<file path="src/rtl/seq_pkg.sv">
package seq_pkg;

    typedef enum logic [2:0] {
        PH_FETCH  = 3'd0,
        PH_DECODE = 3'd1,
        PH_EXEC   = 3'd2,
        PH_HALT   = 3'd3,
        PH_FROZEN = 3'd4
    } phase_e;

    typedef enum logic [2:0] {
        ERR_NONE     = 3'd0,
        ERR_EXEC     = 3'd1,
        ERR_DECODE   = 3'd2,
        ERR_FETCH    = 3'd3,
        ERR_INTERNAL = 3'd4
    } err_e;

endpackage

</file>
<file path="src/rtl/seq_byte_gather.sv">
module seq_byte_gather #(
    parameter int INSN_BYTES = 4,
    parameter int WORD_W     = 8 * INSN_BYTES,
    parameter int CNT_W      = $clog2(INSN_BYTES + 1)
) (
    input  logic              clk,
    input  logic              rst_n,
    input  logic              active,
    input  logic [7:0]        rdata,
    input  logic              flt,
    output logic              rd,
    output logic [CNT_W-1:0]  off,
    output logic              capture,
    output logic              fin,
    output logic [WORD_W-1:0] word
);
    localparam logic [CNT_W-1:0] LAST = CNT_W'(INSN_BYTES);

    typedef struct packed {
        logic [CNT_W-1:0]  cnt;
        logic [WORD_W-1:0] shift;
        logic [WORD_W-1:0] word;
    } st_t;

    st_t cur_q, nxt_d;

    always_comb begin
        nxt_d   = cur_q;
        rd      = active && (cur_q.cnt != LAST);
        capture = active && (cur_q.cnt != '0);
        fin     = active && (cur_q.cnt == LAST) && !flt;
        if (active) begin
            if (capture) begin
                nxt_d.shift = {cur_q.shift[WORD_W-9:0], rdata};
            end
            if (cur_q.cnt == LAST) begin
                nxt_d.cnt = '0;
                if (!flt) begin
                    nxt_d.word = {cur_q.shift[WORD_W-9:0], rdata};
                end
            end else begin
                nxt_d.cnt = cur_q.cnt + 1'b1;
            end
        end
    end

    always_ff @(posedge clk or negedge rst_n) begin
        if (!rst_n) begin
            cur_q <= '0;
        end else begin
            cur_q <= nxt_d;
        end
    end

    assign off  = cur_q.cnt;
    assign word = cur_q.word;

    assert_rd_run_R3: assert property (@(posedge clk) disable iff (!rst_n)
        (rd && cur_q.cnt != '0) |-> $past(rd));

endmodule

</file>
<file path="src/rtl/seq_pc_unit.sv">
module seq_pc_unit #(
    parameter int ADDR_W = 32,
    parameter int STEP   = 4
) (
    input  logic              clk,
    input  logic              rst_n,
    input  logic              fin,
    input  logic              take_branch,
    input  logic [ADDR_W-1:0] target,
    output logic [ADDR_W-1:0] pc,
    output logic [ADDR_W-1:0] insn_addr
);
    typedef struct packed {
        logic [ADDR_W-1:0] pc;
        logic [ADDR_W-1:0] ia;
    } st_t;

    st_t cur_q, nxt_d;

    always_comb begin
        nxt_d = cur_q;
        if (fin) begin
            nxt_d.ia = cur_q.pc;
            nxt_d.pc = cur_q.pc + ADDR_W'(STEP);
        end else if (take_branch) begin
            nxt_d.pc = target;
        end
    end

    always_ff @(posedge clk or negedge rst_n) begin
        if (!rst_n) begin
            cur_q <= '0;
        end else begin
            cur_q <= nxt_d;
        end
    end

    assign pc        = cur_q.pc;
    assign insn_addr = cur_q.ia;

endmodule

</file>
<file path="src/rtl/seq_err_latch.sv">
module seq_err_latch
    import seq_pkg::*;
(
    input  logic clk,
    input  logic rst_n,
    input  logic f_fetch,
    input  logic f_dec,
    input  logic f_exec,
    input  logic f_int,
    output err_e err
);
    err_e err_q, err_d;

    always_comb begin
        err_d = err_q;
        if (err_q == ERR_NONE) begin
            if (f_int) begin
                err_d = ERR_INTERNAL;
            end else if (f_exec) begin
                err_d = ERR_EXEC;
            end else if (f_dec) begin
                err_d = ERR_DECODE;
            end else if (f_fetch) begin
                err_d = ERR_FETCH;
            end
        end
    end

    always_ff @(posedge clk or negedge rst_n) begin
        if (!rst_n) begin
            err_q <= ERR_NONE;
        end else begin
            err_q <= err_d;
        end
    end

    assign err = err_q;

endmodule

</file>
<file path="src/rtl/seq_phase_ctrl.sv">
module seq_phase_ctrl
    import seq_pkg::*;
(
    input  logic   clk,
    input  logic   rst_n,
    input  logic   fin,
    input  logic   fault,
    input  logic   halt_in,
    output phase_e phase
);
    typedef struct packed {
        phase_e ph;
        logic   halt_pend;
    } st_t;

    st_t cur_q, nxt_d;

    always_comb begin
        nxt_d           = cur_q;
        nxt_d.halt_pend = cur_q.halt_pend | halt_in;
        unique case (cur_q.ph)
            PH_FETCH: begin
                if (fault) begin
                    nxt_d.ph = PH_FROZEN;
                end else if (fin) begin
                    nxt_d.ph = PH_DECODE;
                end
            end
            PH_DECODE: begin
                nxt_d.ph = fault ? PH_FROZEN : PH_EXEC;
            end
            PH_EXEC: begin
                if (fault) begin
                    nxt_d.ph = PH_FROZEN;
                end else if (cur_q.halt_pend || halt_in) begin
                    nxt_d.ph = PH_HALT;
                end else begin
                    nxt_d.ph = PH_FETCH;
                end
            end
            default: nxt_d.ph = cur_q.ph;
        endcase
    end

    always_ff @(posedge clk or negedge rst_n) begin
        if (!rst_n) begin
            cur_q <= '{ph: PH_FETCH, halt_pend: 1'b0};
        end else begin
            cur_q <= nxt_d;
        end
    end

    assign phase = cur_q.ph;

    assert_halt_sticky_R10: assert property (@(posedge clk) disable iff (!rst_n)
        (cur_q.ph == PH_HALT) |=> (cur_q.ph == PH_HALT));

endmodule

</file>
<file path="src/rtl/insn_phase_sequencer.sv">
module insn_phase_sequencer
    import seq_pkg::*;
#(
    parameter int ADDR_W     = 32,
    parameter int INSN_BYTES = 4,
    parameter int WORD_W     = 8 * INSN_BYTES
) (
    input  logic              clk,
    input  logic              rst_n,
    output logic              mem_rd,
    output logic [ADDR_W-1:0] mem_addr,
    input  logic [7:0]        mem_rdata,
    input  logic              mem_fault,
    output logic              dec_en,
    output logic [WORD_W-1:0] insn_word,
    output logic [ADDR_W-1:0] insn_addr,
    input  logic              dec_fault,
    output logic              exe_en,
    input  logic              exe_fault,
    input  logic              exe_sreg_fault,
    input  logic              exe_branch,
    input  logic [ADDR_W-1:0] exe_target,
    input  logic              halt_req,
    output logic [ADDR_W-1:0] pc,
    output logic [2:0]        err_code
);
    localparam int CNT_W = $clog2(INSN_BYTES + 1);

    phase_e           phase;
    err_e             err;
    logic             in_fetch;
    logic             capture;
    logic             fin;
    logic [CNT_W-1:0] off;
    logic             f_fetch, f_dec, f_exec, f_int, fault_any;
    logic             take_branch;

    assign in_fetch    = (phase == PH_FETCH);
    assign dec_en      = (phase == PH_DECODE);
    assign exe_en      = (phase == PH_EXEC);

    assign f_fetch     = capture && mem_fault;
    assign f_dec       = dec_en && dec_fault;
    assign f_exec      = exe_en && exe_fault;
    assign f_int       = exe_en && exe_sreg_fault;
    assign fault_any   = f_fetch | f_dec | f_exec | f_int;
    assign take_branch = exe_en && exe_branch && !exe_fault && !exe_sreg_fault;

    seq_byte_gather #(
        .INSN_BYTES (INSN_BYTES),
        .WORD_W     (WORD_W),
        .CNT_W      (CNT_W)
    ) u_gather (
        .clk     (clk),
        .rst_n   (rst_n),
        .active  (in_fetch),
        .rdata   (mem_rdata),
        .flt     (mem_fault),
        .rd      (mem_rd),
        .off     (off),
        .capture (capture),
        .fin     (fin),
        .word    (insn_word)
    );

    seq_pc_unit #(
        .ADDR_W (ADDR_W),
        .STEP   (INSN_BYTES)
    ) u_pc (
        .clk         (clk),
        .rst_n       (rst_n),
        .fin         (fin),
        .take_branch (take_branch),
        .target      (exe_target),
        .pc          (pc),
        .insn_addr   (insn_addr)
    );

    seq_err_latch u_err (
        .clk     (clk),
        .rst_n   (rst_n),
        .f_fetch (f_fetch),
        .f_dec   (f_dec),
        .f_exec  (f_exec),
        .f_int   (f_int),
        .err     (err)
    );

    seq_phase_ctrl u_ctrl (
        .clk     (clk),
        .rst_n   (rst_n),
        .fin     (fin),
        .fault   (fault_any),
        .halt_in (halt_req),
        .phase   (phase)
    );

    assign mem_addr = pc + ADDR_W'(off);
    assign err_code = err;

    assert_dec_to_exec_R2: assert property (@(posedge clk) disable iff (!rst_n)
        (dec_en && !dec_fault) |=> exe_en);

    assert_dec_pulse_R2: assert property (@(posedge clk) disable iff (!rst_n)
        dec_en |=> !dec_en);

    assert_fin_to_dec_R3: assert property (@(posedge clk) disable iff (!rst_n)
        fin |=> dec_en);

    assert_pc_step_R5: assert property (@(posedge clk) disable iff (!rst_n)
        $rose(dec_en) |-> (pc == insn_addr + ADDR_W'(INSN_BYTES)));

    assert_branch_load_R6: assert property (@(posedge clk) disable iff (!rst_n)
        (exe_en && exe_branch && !exe_fault && !exe_sreg_fault) |=> (pc == $past(exe_target)));

    assert_internal_wins_R8: assert property (@(posedge clk) disable iff (!rst_n)
        (exe_en && exe_sreg_fault) |=> (err_code == 3'd4));

    assert_frozen_quiet_R9: assert property (@(posedge clk) disable iff (!rst_n)
        (err_code != 3'd0) |-> (!mem_rd && !dec_en && !exe_en));

    assert_frozen_pc_R9: assert property (@(posedge clk) disable iff (!rst_n)
        (err_code != 3'd0) |=> $stable(pc));

endmodule

</file>
<file path="config.mk">
export PLATFORM = sky130hd
export DESIGN_NAME = insn_phase_sequencer
export DESIGN_NICKNAME = d
export VERILOG_FILES = /design/src/rtl/seq_pkg.sv /design/src/rtl/seq_byte_gather.sv /design/src/rtl/seq_pc_unit.sv /design/src/rtl/seq_err_latch.sv /design/src/rtl/seq_phase_ctrl.sv /design/src/rtl/insn_phase_sequencer.sv
export SDC_FILE = /design/constraint.sdc
export NUM_CORES = 1
export LEC_CHECK = 0
export BUFFER_PORTS_ARGS = -buffer_cell sky130_fd_sc_hd__buf_2
export CORE_MARGIN = 5
export CORE_UTILIZATION = 50
export DETAILED_ROUTE_END_ITERATION = 10
export GPL_ROUTABILITY_DRIVEN = 0
export GPL_TIMING_DRIVEN = 0
export PLACE_DENSITY_LB_ADDON = 0.08
export SLEW_MARGIN = 0
export SYNTH_ARGS = -nofsm -noshare
export SYNTH_HDL_FRONTEND = slang
export SYNTH_SLANG_ARGS = --single-unit
</file>
<file path="constraint.sdc">
create_clock -name clk -period 7.45 [get_ports clk]
set_input_delay 1.49 -clock clk [delete_from_list [all_inputs] [get_ports clk]]
set_output_delay 1.49 -clock clk [all_outputs]
set_load 0.005 [all_outputs]
</file>
### After elaboration in Yosys (flattened, before gate mapping)

Cells that the tools add are included.

| storage, ports and cells | value |
|---|---|
| flip-flop bits (word level) | 130 |
| bits of input ports | 48 |
| word-level logic and storage cells | 59 |
| output and inout bits | 134 |

| operators by class | value |
|---|---|
| equality and inequality tests | 5 |
| bitwise operators | 5 |
| mux-type cells | 13 |
| $add $sub $neg | 3 |
| reduce and logical (&&, ||, !) cells | 25 |

Operators by type and width:

| kind | number |
|---|---|
| $mux W32 | 2 |
| $add A32 B3 Y32 | 1 |
| $add A32 B3 Y32 const B | 1 |
| $mux W3 | 9 |
| $logic_and A1 B1 Y1 | 11 |
| $pmux W3 S3 | 1 |
| $logic_not A3 Y1 | 2 |
| $reduce_and A2 Y1 | 3 |
| $reduce_bool A3 Y1 | 2 |
| $or A1 B1 Y1 | 4 |
| $reduce_bool A4 Y1 | 1 |
| $add A3 B1 Y3 const B | 1 |
| $eq A3 B1 Y1 const B | 1 |
| $eq A3 B2 Y1 const B | 1 |
| $eq A3 B3 Y1 const B | 1 |
| $logic_not A1 Y1 | 3 |
| $ne A3 B2 Y1 const B | 1 |
| $ne A3 B3 Y1 const B | 1 |
| $reduce_and A3 Y1 | 1 |
| $mux W2 | 1 |
| $reduce_bool A2 Y1 | 1 |
| $logic_or A1 B1 Y1 | 1 |
| $not A1 Y1 | 1 |

### Longest topological paths before layout

Gate-level depths: netlist of the first run.

| logic depth | value |
|---|---|
| depth after elaboration | 8 |
| gate-level depth with buffers | 9 |
| mapped depth without buffers | 7 |

### Modules after synthesis

A second synthesis of the first run with hierarchy kept.

| unflattened totals | value |
|---|---|
| cells, all modules | 595 |
| area, all modules | 6796.5 um^2 |

By module, submodules not included:

| module | area each (um^2) | times used | cells an instance | sequential area each (um^2) |
|---|---|---|---|---|
| seq_pc_unit | 3027.9 | 1 | 280 | 1601.5 |
| seq_byte_gather | 2666.3 | 1 | 174 | 1476.4 |
| insn_phase_sequencer | 768.2 | 1 | 108 | 0.0 |
| seq_phase_ctrl | 197.7 | 1 | 20 | 100.1 |
| seq_err_latch | 136.4 | 1 | 13 | 75.1 |

### Worst setup path after synthesis of the first run

OpenSTA, ideal clock, no wires.

| path | value |
|---|---|
| path type | reg2out |
| start point | register u_pc.cur_q (netlist bit u_pc.pc[2]) |
| end point | output port mem_addr[30] |
| arrival | 1985 ps |
| buffers on the path | 0 |
| stages on the path, launching flop included | 7 |
| data required time | 5960 ps |
| setup slack | 3975 ps |
| path through | dfrtp_1 -> ha_1 -> a21o_1 -> nand4_1 -> nor4_2 -> nand4_1 -> xnor2_1 |

| between the ends | value |
|---|---|
| word-level cells in the longest chain between the ends | 1 |

Ends and longest elaborated chain:

| element | line | RTL |
|---|---|---|
| start, declared | seq_pc_unit.sv:18 | `st_t cur_q, nxt_d;` |
| start signal, assigned | seq_pc_unit.sv:34 | `cur_q <= nxt_d;` |
| $add A32 B3 Y32 | insn_phase_sequencer.sv:98 | `assign mem_addr = pc + ADDR_W'(off);` |
| end, declared | insn_phase_sequencer.sv:11 | `output logic [ADDR_W-1:0] mem_addr,` |

No other way between the ends.

### Final worst setup path of the first run

Same ends and word-level chain as after synthesis.

==> results.py, run 1 <==
metrics = {
    "sta": {
        "fin_crit_sh_pct": 61.3,
        "worst_pin_slew_ns": 0.911,
        "setup_viol": 0,
        "slew_headroom_pct": 38.7,
        "drv_slew": 0,
        "period_needed_ns": 4.56,
        "rsz0062_at_grt": "false",
        "fin_worst_skew_ns": 0.00556,
        "finalHoldViolCount": 0,
        "finalSetupTns_ns": 0,
        "fmaxAchievable_mhz": 219,
    },
    "logic_synthesis": {
        "synth_enable_flop_cells": 0,
        "synth_top_cell_by_area": "dfrtp_1",
        "synthCells": 765,
        "synth_compound_area_share_pct": 8.54,
        "synth-xor-area-share_pct": 4.29,
        "synth.area.top_cells": "dfrtp_1 (50%), nand2_1 (19%), buf_4 (3.8%)",
        "yosys_warnings": 0,
        "async_reset_ff_share_pct": 100,
        "avgSynthCellArea_um2": 8.54,
        "synth_mux_area_share_pct": 0.307,
        "synth_top_family_by_area": "simple AND/OR/NAND/NOR gates",
        "synth_top_flop_cell": "dfrtp_1",
        "ys_ff_latch": 130,
        "synth-simple-area-share_pct": 28.1,
        "synth-seq-area-share_pct": 49.8,
        "synth_common_cells": "nand2_1 (325), dfrtp_1 (130), buf_4 (33)",
        "synthAdderAreaFrac_pct": 1.46,
        "synthDistinctLibCells": 56,
        "synth.most_common_cell": "nand2_1",
        "syn_nets": 820,
        "yosys.area.top_type_share_pct": 49.8,
        "syn_area_um2": 6530,
    },
    "setup_path": {
        "reg2reg_from": "u_ctrl.phase[1]",
        "cp.arrival_ns": 3.07,
        "crit_type": "flip-flop to output port",
        "reg2reg_to": "u_pc.pc[20]",
        "ff2ff_setup_slack_ns": 4.94,
        "critical_path.endpoint_type": "output port",
        "crit_required_ns": 5.96,
        "start_kind": "flip-flop",
        "crit_path_max_fanout": 7,
        "reg2reg_depth": 7,
    },
    "route": {
        "drtIter0Drc": 559,
        "wl_um": 18500,
        "vias": 6023,
        "drcViolationCount": 0,
        "ant_nets": 0,
        "wl_per_cell_um": 16.1,
        "dr.pass1.iters": 5,
        "viasPerCell": 5.23,
    },
    "die": {
        "num_rows": 41,
        "start_util_pct": 51.3,
        "dieArea_um2": 15400,
        "core_um2": 12700,
        "io_pins": 182,
        "die_h_um": 124,
        "die_w_um": 124,
    },
    "cells_and_area": {
        "layout-drive-gt1-share_pct": 28.8,
        "syn2layout_area_growth_pct": 27.0,
        "multiInputGateArea_um2": 2790,
        "n_fill_cell": 1168,
        "final_nets": 1021,
        "final_util_pct": 65.2,
        "regArea_um2": 3250,
    },
    "cts": {
        "post_cts_resize_count": 0,
        "clk_pin_slew_ns": 0.05,
        "cts_num_sinks": 130,
        "cts_setup_buffers": 0,
        "cts_tree": "yes",
        "clk_path_buf_depth": 2,
        "h-tree-depth": 4,
        "holdBufCountCts": 0,
        "root_buffer": "clkbuf_16",
        "clkLatencyLatePin_ns": 0.42,
        "cts-buffers-inserted": 17,
    },
    "global_routing": {
        "antenna_found_initial": 2,
        "grt_pass1_vias": 5838,
        "grt_overflow": 0,
        "gr-max-usage-layer": "met2",
        "track_usage_pct": 24.5,
        "use_met3_pct": 7.93,
        "grt_pass1_wl_um": 30600,
        "grt_max_degree": 71,
        "grtUsageMet2_pct": 36.9,
        "grtUsageMet1_pct": 33.9,
    },
    "placement": {
        "dp_hpwl_um": 13500,
        "portBuffers": 181,
    },
    "worst_hold_path": {
        "holdCritPathClass": "flip-flop to flip-flop",
        "worstHoldStart": "u_gather.cur_q[49]",
        "holdPathEnd": "u_gather.word[25]",
        "holdPathStages": 2,
    },
    "power": {
        "p_leak_uw": 0.00457,
        "peakVddDrop_mv": 0.149,
        "power.density_nw_per_um2": 307,
    },
    "status": {
        "status": "completed",
    },
    "run": {
        "maxCapViolations": 0,
    },
}
cells by family (layout without fill, tap and decap cells):
kind of cell               count (synthesis)  count (layout)
xor gates and xnor gates                  32              32
other                                      0               1
and+or+nand+nor                          425             425
adders and majority gates                  7               7
DFF                                      130             130
buffers and inverters                     88             301
AOI/OAI and AO/OA                         81              81
muxes                                      2               2
through the flow:
stage	power, uW	cells	hold WS [ns]	instance area, um2	setup WS [ns]
6_report	2550	1151	0.467	8290	2.89
5_1_grt	2710	1151	0.489	8290	2.67
4_1_cts	2560	1150	0.469	8290	2.92
3_5_place_dp	1710	1119	0.455	7690	3.40
3_3_place_gp	1690	1118	0.452	7650	3.09
2_1_floorplan	1390	765	0.431	6530	3.98
worst max-delay path by stage:
stage	from	end	slack [ns]	cells after the start
floorplan	u_pc.pc[2]	mem_addr[30]	3.98	6
global placement	rst_n	u_gather.word[1]	3.09	1
detailed placement	u_pc.pc[2]	mem_addr[30]	3.40	7
CTS	u_pc.pc[2]	mem_addr[30]	2.92	7
global route	u_pc.pc[0]	mem_addr[22]	2.67	8
finish	u_pc.pc[2]	mem_addr[30]	2.89	7
final cells by class:
type / count / share of cell area [%]
sequential: 130 / 39.2
multi-input combinational: 547 / 33.7
timing repair buffer: 182 / 11.3
clock buffer: 21 / 5.67
buffer: 79 / 5.48
tap: 172 / 2.60
clock inverter: 10 / 1.60
inverter: 9 / 0.407
antenna: 1 / 0.0302
worst max-delay path, cell delays in order, from the launching register on:
cell and delay (ns):
dfrtp_1 0.46, ha_1 0.39, a21o_1 0.15, nand4_1 0.34, nor4_2 0.70, nand4_1 0.22, xnor2_1 0.25, buf_2 0.16
layer usage:
layer	part of all wire, %	vias up
li1	-	2906
met1	45	2861
met2	45	220
met3	7.7	34
met4	1.9	2
met5	0.070	-
sequential cells by signal, summed over array words and instances (netlist names):
signal and count:
u_ctrl.cur_q 1, u_pc.pc 32, u_err.err 3, u_gather.cur_q 24, u_gather.word 32, u_ctrl.phase 3
u_pc.insn_addr 32, u_gather.off 3
where the power goes:
| part | leakage [uW] | internal [uW] | total (uW) | switching [uW] |
|---|---|---|---|---|
| Combinational | 0.00257 | 316 | 651 | 335 |
| Clock | 0.000291 | 548 | 851 | 303 |
| Sequential | 0.00171 | 874 | 1050 | 172 |
cell usage in the layout, fill, tap and decap left out, types with 2 or more instances in the layout:
cell / n
a21oi_1: 12
nand2_1: 325
nor2b_1: 2
nand2b_1: 2
buf_4: 33
dfrtp_1: 130
o21ai_0: 6
nor2_1: 21
mux2i_1: 2
o311ai_1: 11
clkinv_2: 4
xnor2_1: 20
buf_1: 5
a221o_1: 7
buf_6: 2
or3_1: 4
nor4_1: 2
bufinv_16: 3
nand4_1: 12
clkbuf_1: 20
nor3_1: 9
or2_2: 3
and3_1: 3
clkbuf_8: 3
xor2_1: 12
nand3_1: 21
o21ai_1: 17
nor3_2: 4
nor3b_1: 2
ha_1: 6
a22oi_1: 4
o211ai_1: 8
or4_1: 3
inv_1: 9
a31oi_1: 2
a21o_1: 4
clkinvlp_4: 3
buf_2: 201
clkbuf_16: 17
nor4_2: 2
No activity file was read; power rests on OpenSTA's default activity.
==> run 2: changes to the inputs <==
ABC_AREA = 1   (was default)
CORE_UTILIZATION = 48   (was 50)
clock period = 3.8 ns   (was 7.45 ns; I/O delays follow)
==> results.py, run 2 <==
metrics = {
    "status": {
        "status": "completed",
    },
    "route": {
        "wl_um": 21200,
        "ant_nets": 0,
        "drcViolationCount": 0,
        "wl_per_cell_um": 16.8,
        "viasPerCell": 5.09,
        "dr.pass1.iters": 7,
        "vias": 6423,
        "drtIter0Drc": 566,
    },
    "sta": {
        "worst_pin_slew_ns": 0.505,
        "finalSetupTns_ns": 0,
        "fin_crit_sh_pct": 87.3,
        "fin_worst_skew_ns": 0.00642,
        "hold_ws_ns": 0.272,
        "finalHoldViolCount": 0,
        "rsz0062_at_grt": "false",
        "period_needed_ns": 3.32,
        "setup_viol": 0,
        "slew_headroom_pct": 66.3,
        "drv_slew": 0,
        "fmaxAchievable_mhz": 302,
    },
    "power": {
        "comb_power_share_pct": 2.0,
        "p_sw_share_pct": 21.0,
        "p_switching_uw": 648,
        "pwr-share-seq_pct": 45.0,
        "p_int_uw": 2430,
        "power.density_nw_per_um2": 356,
        "p_leak_uw": 0.00468,
        "p_clk_share_pct": 52.9,
        "peakVddDrop_mv": 0.338,
    },
    "worst_hold_path": {
        "holdCritPathClass": "primary input to async pin",
    },
    "setup_path": {
        "cp_cell_sequence": "ha_1 > fa_1 > nand2_1 > nand2_1 > nand2_1 > inv_1 > nand2_1 > nor2_2 > nand2_1 > xor2_1 > buf_2",
        "crit_path_max_fanout": 4,
        "reg2reg_to": "u_pc.pc[14]",
        "cp.arrival_ns": 2.56,
        "critPathTopFamily": "simple AND/OR/NAND/NOR gates",
        "worst-path-stages": 11,
        "crit_required_ns": 3.04,
        "ff2ff_setup_slack_ns": 1.93,
        "critical_path.endpoint_type": "output port",
        "reg2reg_from": "u_pc.pc[3]",
        "reg2reg_depth": 8,
        "cpMostUsedCell": "nand2_1",
        "crit_slowest_cell": "fa_1",
        "path_buf_inv": 2,
        "start_kind": "flip-flop",
        "crit_start": "u_pc.pc[0]",
        "crit_type": "flip-flop to output port",
        "cpPeakStageDelay_ns": 0.41,
        "crit_path_end": "mem_addr[18]",
    },
    "logic_synthesis": {
        "synth.most_common_cell": "nand2_1",
        "syn_area_um2": 6890,
        "async_reset_ff_share_pct": 100,
        "avgSynthCellArea_um2": 7.93,
        "synth_enable_flop_cells": 0,
        "yosys_warnings": 0,
        "syn_nets": 924,
        "ys_ff_latch": 130,
        "yosys.area.top_type_share_pct": 47.2,
        "synth.area.top_cells": "dfrtp_1 (47%), nand2_1 (16%), o21ai_0 (5.3%)",
        "synthCells": 869,
        "synth_top_cell_by_area": "dfrtp_1",
        "synthDistinctLibCells": 33,
        "synth_top_flop_cell": "dfrtp_1",
        "synth-seq-area-share_pct": 47.2,
        "synth_common_cells": "nand2_1 (290), dfrtp_1 (130), inv_1 (80)",
    },
    "die": {
        "io_pins": 182,
        "core_um2": 14000,
        "start_util_pct": 49.2,
        "num_rows": 43,
        "die_h_um": 130,
        "die_w_um": 130,
        "dieArea_um2": 16800,
    },
    "cts": {
        "cts_tree": "yes",
        "cts_num_sinks": 130,
        "cts_setup_buffers": 0,
        "holdBufCountCts": 0,
        "clk_pin_slew_ns": 0.06,
        "clkLatencyLatePin_ns": 0.42,
        "cts-buffers-inserted": 17,
        "post_cts_resize_count": 0,
        "root_buffer": "clkbuf_16",
        "h-tree-depth": 4,
        "clk_path_buf_depth": 2,
    },
    "cells_and_area": {
        "layout-drive-gt1-share_pct": 28.0,
        "syn2layout_area_growth_pct": 25.6,
        "antenna_cells": 0,
        "final_nets": 1125,
        "final_cell_mix": "nand2_1 (290), buf_2 (192), dfrtp_1 (130)",
        "final_common_cell": "nand2_1",
        "n_fill_cell": 1344,
    },
    "placement": {
        "portBuffers": 181,
        "dp_hpwl_um": 15800,
    },
    "global_routing": {
        "grt_pass1_vias": 6307,
        "track_usage_pct": 25.8,
        "antenna_found_initial": 0,
        "grt_max_degree": 89,
        "grt_pass1_wl_um": 33200,
        "grt_overflow": 0,
    },
    "run": {
        "maxCapViolations": 0,
    },
}
## run 2: cell types whose count changed after synthesis, moves of 18 or more
| cell | before | now |
|---|---|---|
| nand2_1 | 325 | 290 |
| nand3_1 | 21 | 51 |
| inv_1 | 9 | 80 |
| xor2_1 | 12 | 32 |
| nor2_1 | 21 | 59 |
| o21ai_0 | 6 | 73 |
| xnor2_1 | 20 | 2 |
## run 2: area by class of cell
| class | instances | area (um2) | share of cell area (%) |
|---|---|---|---|
| Buffer | 60 | 413 | 4.77 |
| Inverter | 84 | 318 | 3.67 |
| Timing Repair Buffer | 182 | 940 | 10.9 |
| Tap cell | 180 | 225 | 2.60 |
| Clock inverter | 6 | 67.6 | 0.781 |
| Sequential cell | 130 | 3250 | 37.6 |
| Clock buffer | 26 | 529 | 6.12 |
| Multi-Input combinational cell | 595 | 2910 | 33.6 |
## run 2: logic make-up (layout without fill, tap and decap cells)
group	after synthesis	in the layout	share of synthesized area [%]
AOI/OAI and AO/OA	94	94	7.26
xor gates and xnor gates	34	34	4.32
adders and majority gates	7	7	1.38
buffers and inverters	144	358	10.6
DFF	130	130	47.2
and+or+nand+nor	460	460	29.2
## run 2: worst reg2reg max path, stage by stage, from the launching register on
cell and delay (ns):
dfrtp_1 0.50, ha_1 0.37, inv_1 0.07, nor2_1 0.16
nand2_1 0.15, nor2_4 0.24, a21oi_1 0.11, o21ai_0 0.09
nand2_1 0.07
## run 2: per-stage QoR
step / cells / util (%) / setup slack (ns) / area, um2 / power (uW)
3_3_place_gp: 1230 / 57.3 / 0.139 / 8020 / 1470
3_5_place_dp: 1231 / 57.6 / 0.925 / 8050 / 1480
4_1_cts: 1263 / 61.8 / 0.486 / 8650 / 3090
2_1_floorplan: 869 / - / 1.33 / 6890 / 1410
6_report: 1263 / 61.8 / 0.484 / 8650 / 3080
5_1_grt: 1263 / 61.8 / 0.264 / 8650 / 3170
## run 2: worst min path at each step
stage | from | endpoint | cells past startpoint
floorplan | u_ctrl.cur_q[0] | u_ctrl.cur_q[0] | 2
global placement | u_ctrl.cur_q[0] | u_ctrl.cur_q[0] | 2
detailed placement | u_ctrl.cur_q[0] | u_ctrl.cur_q[0] | 2
CTS | rst_n | u_err.err[0] | 1
global route | rst_n | u_gather.word[29] | 1
finish | rst_n | u_ctrl.cur_q[0] | 1
## run 2: power by group through the flow
stage	sequential (uW)	clock (uW)	combinational, uW
after floorplan	1410	0	3.26
after global routing	1390	1710	71.4
after detailed placement	1410	0	64.1
after CTS	1390	1640	64.3
final	1390	1630	62.5
after global placement	1410	0	59.8
## run 2: per-layer routing
metal | up-vias | GRT usage (%) | wire length [um]
met3 | 39 | 6.39 | 1850
met5 | - | 0 | 0
li1 | 3113 | - | -
met1 | 3008 | 38.0 | 9840
met2 | 263 | 37.5 | 9090
met4 | 0 | 8.07 | 454
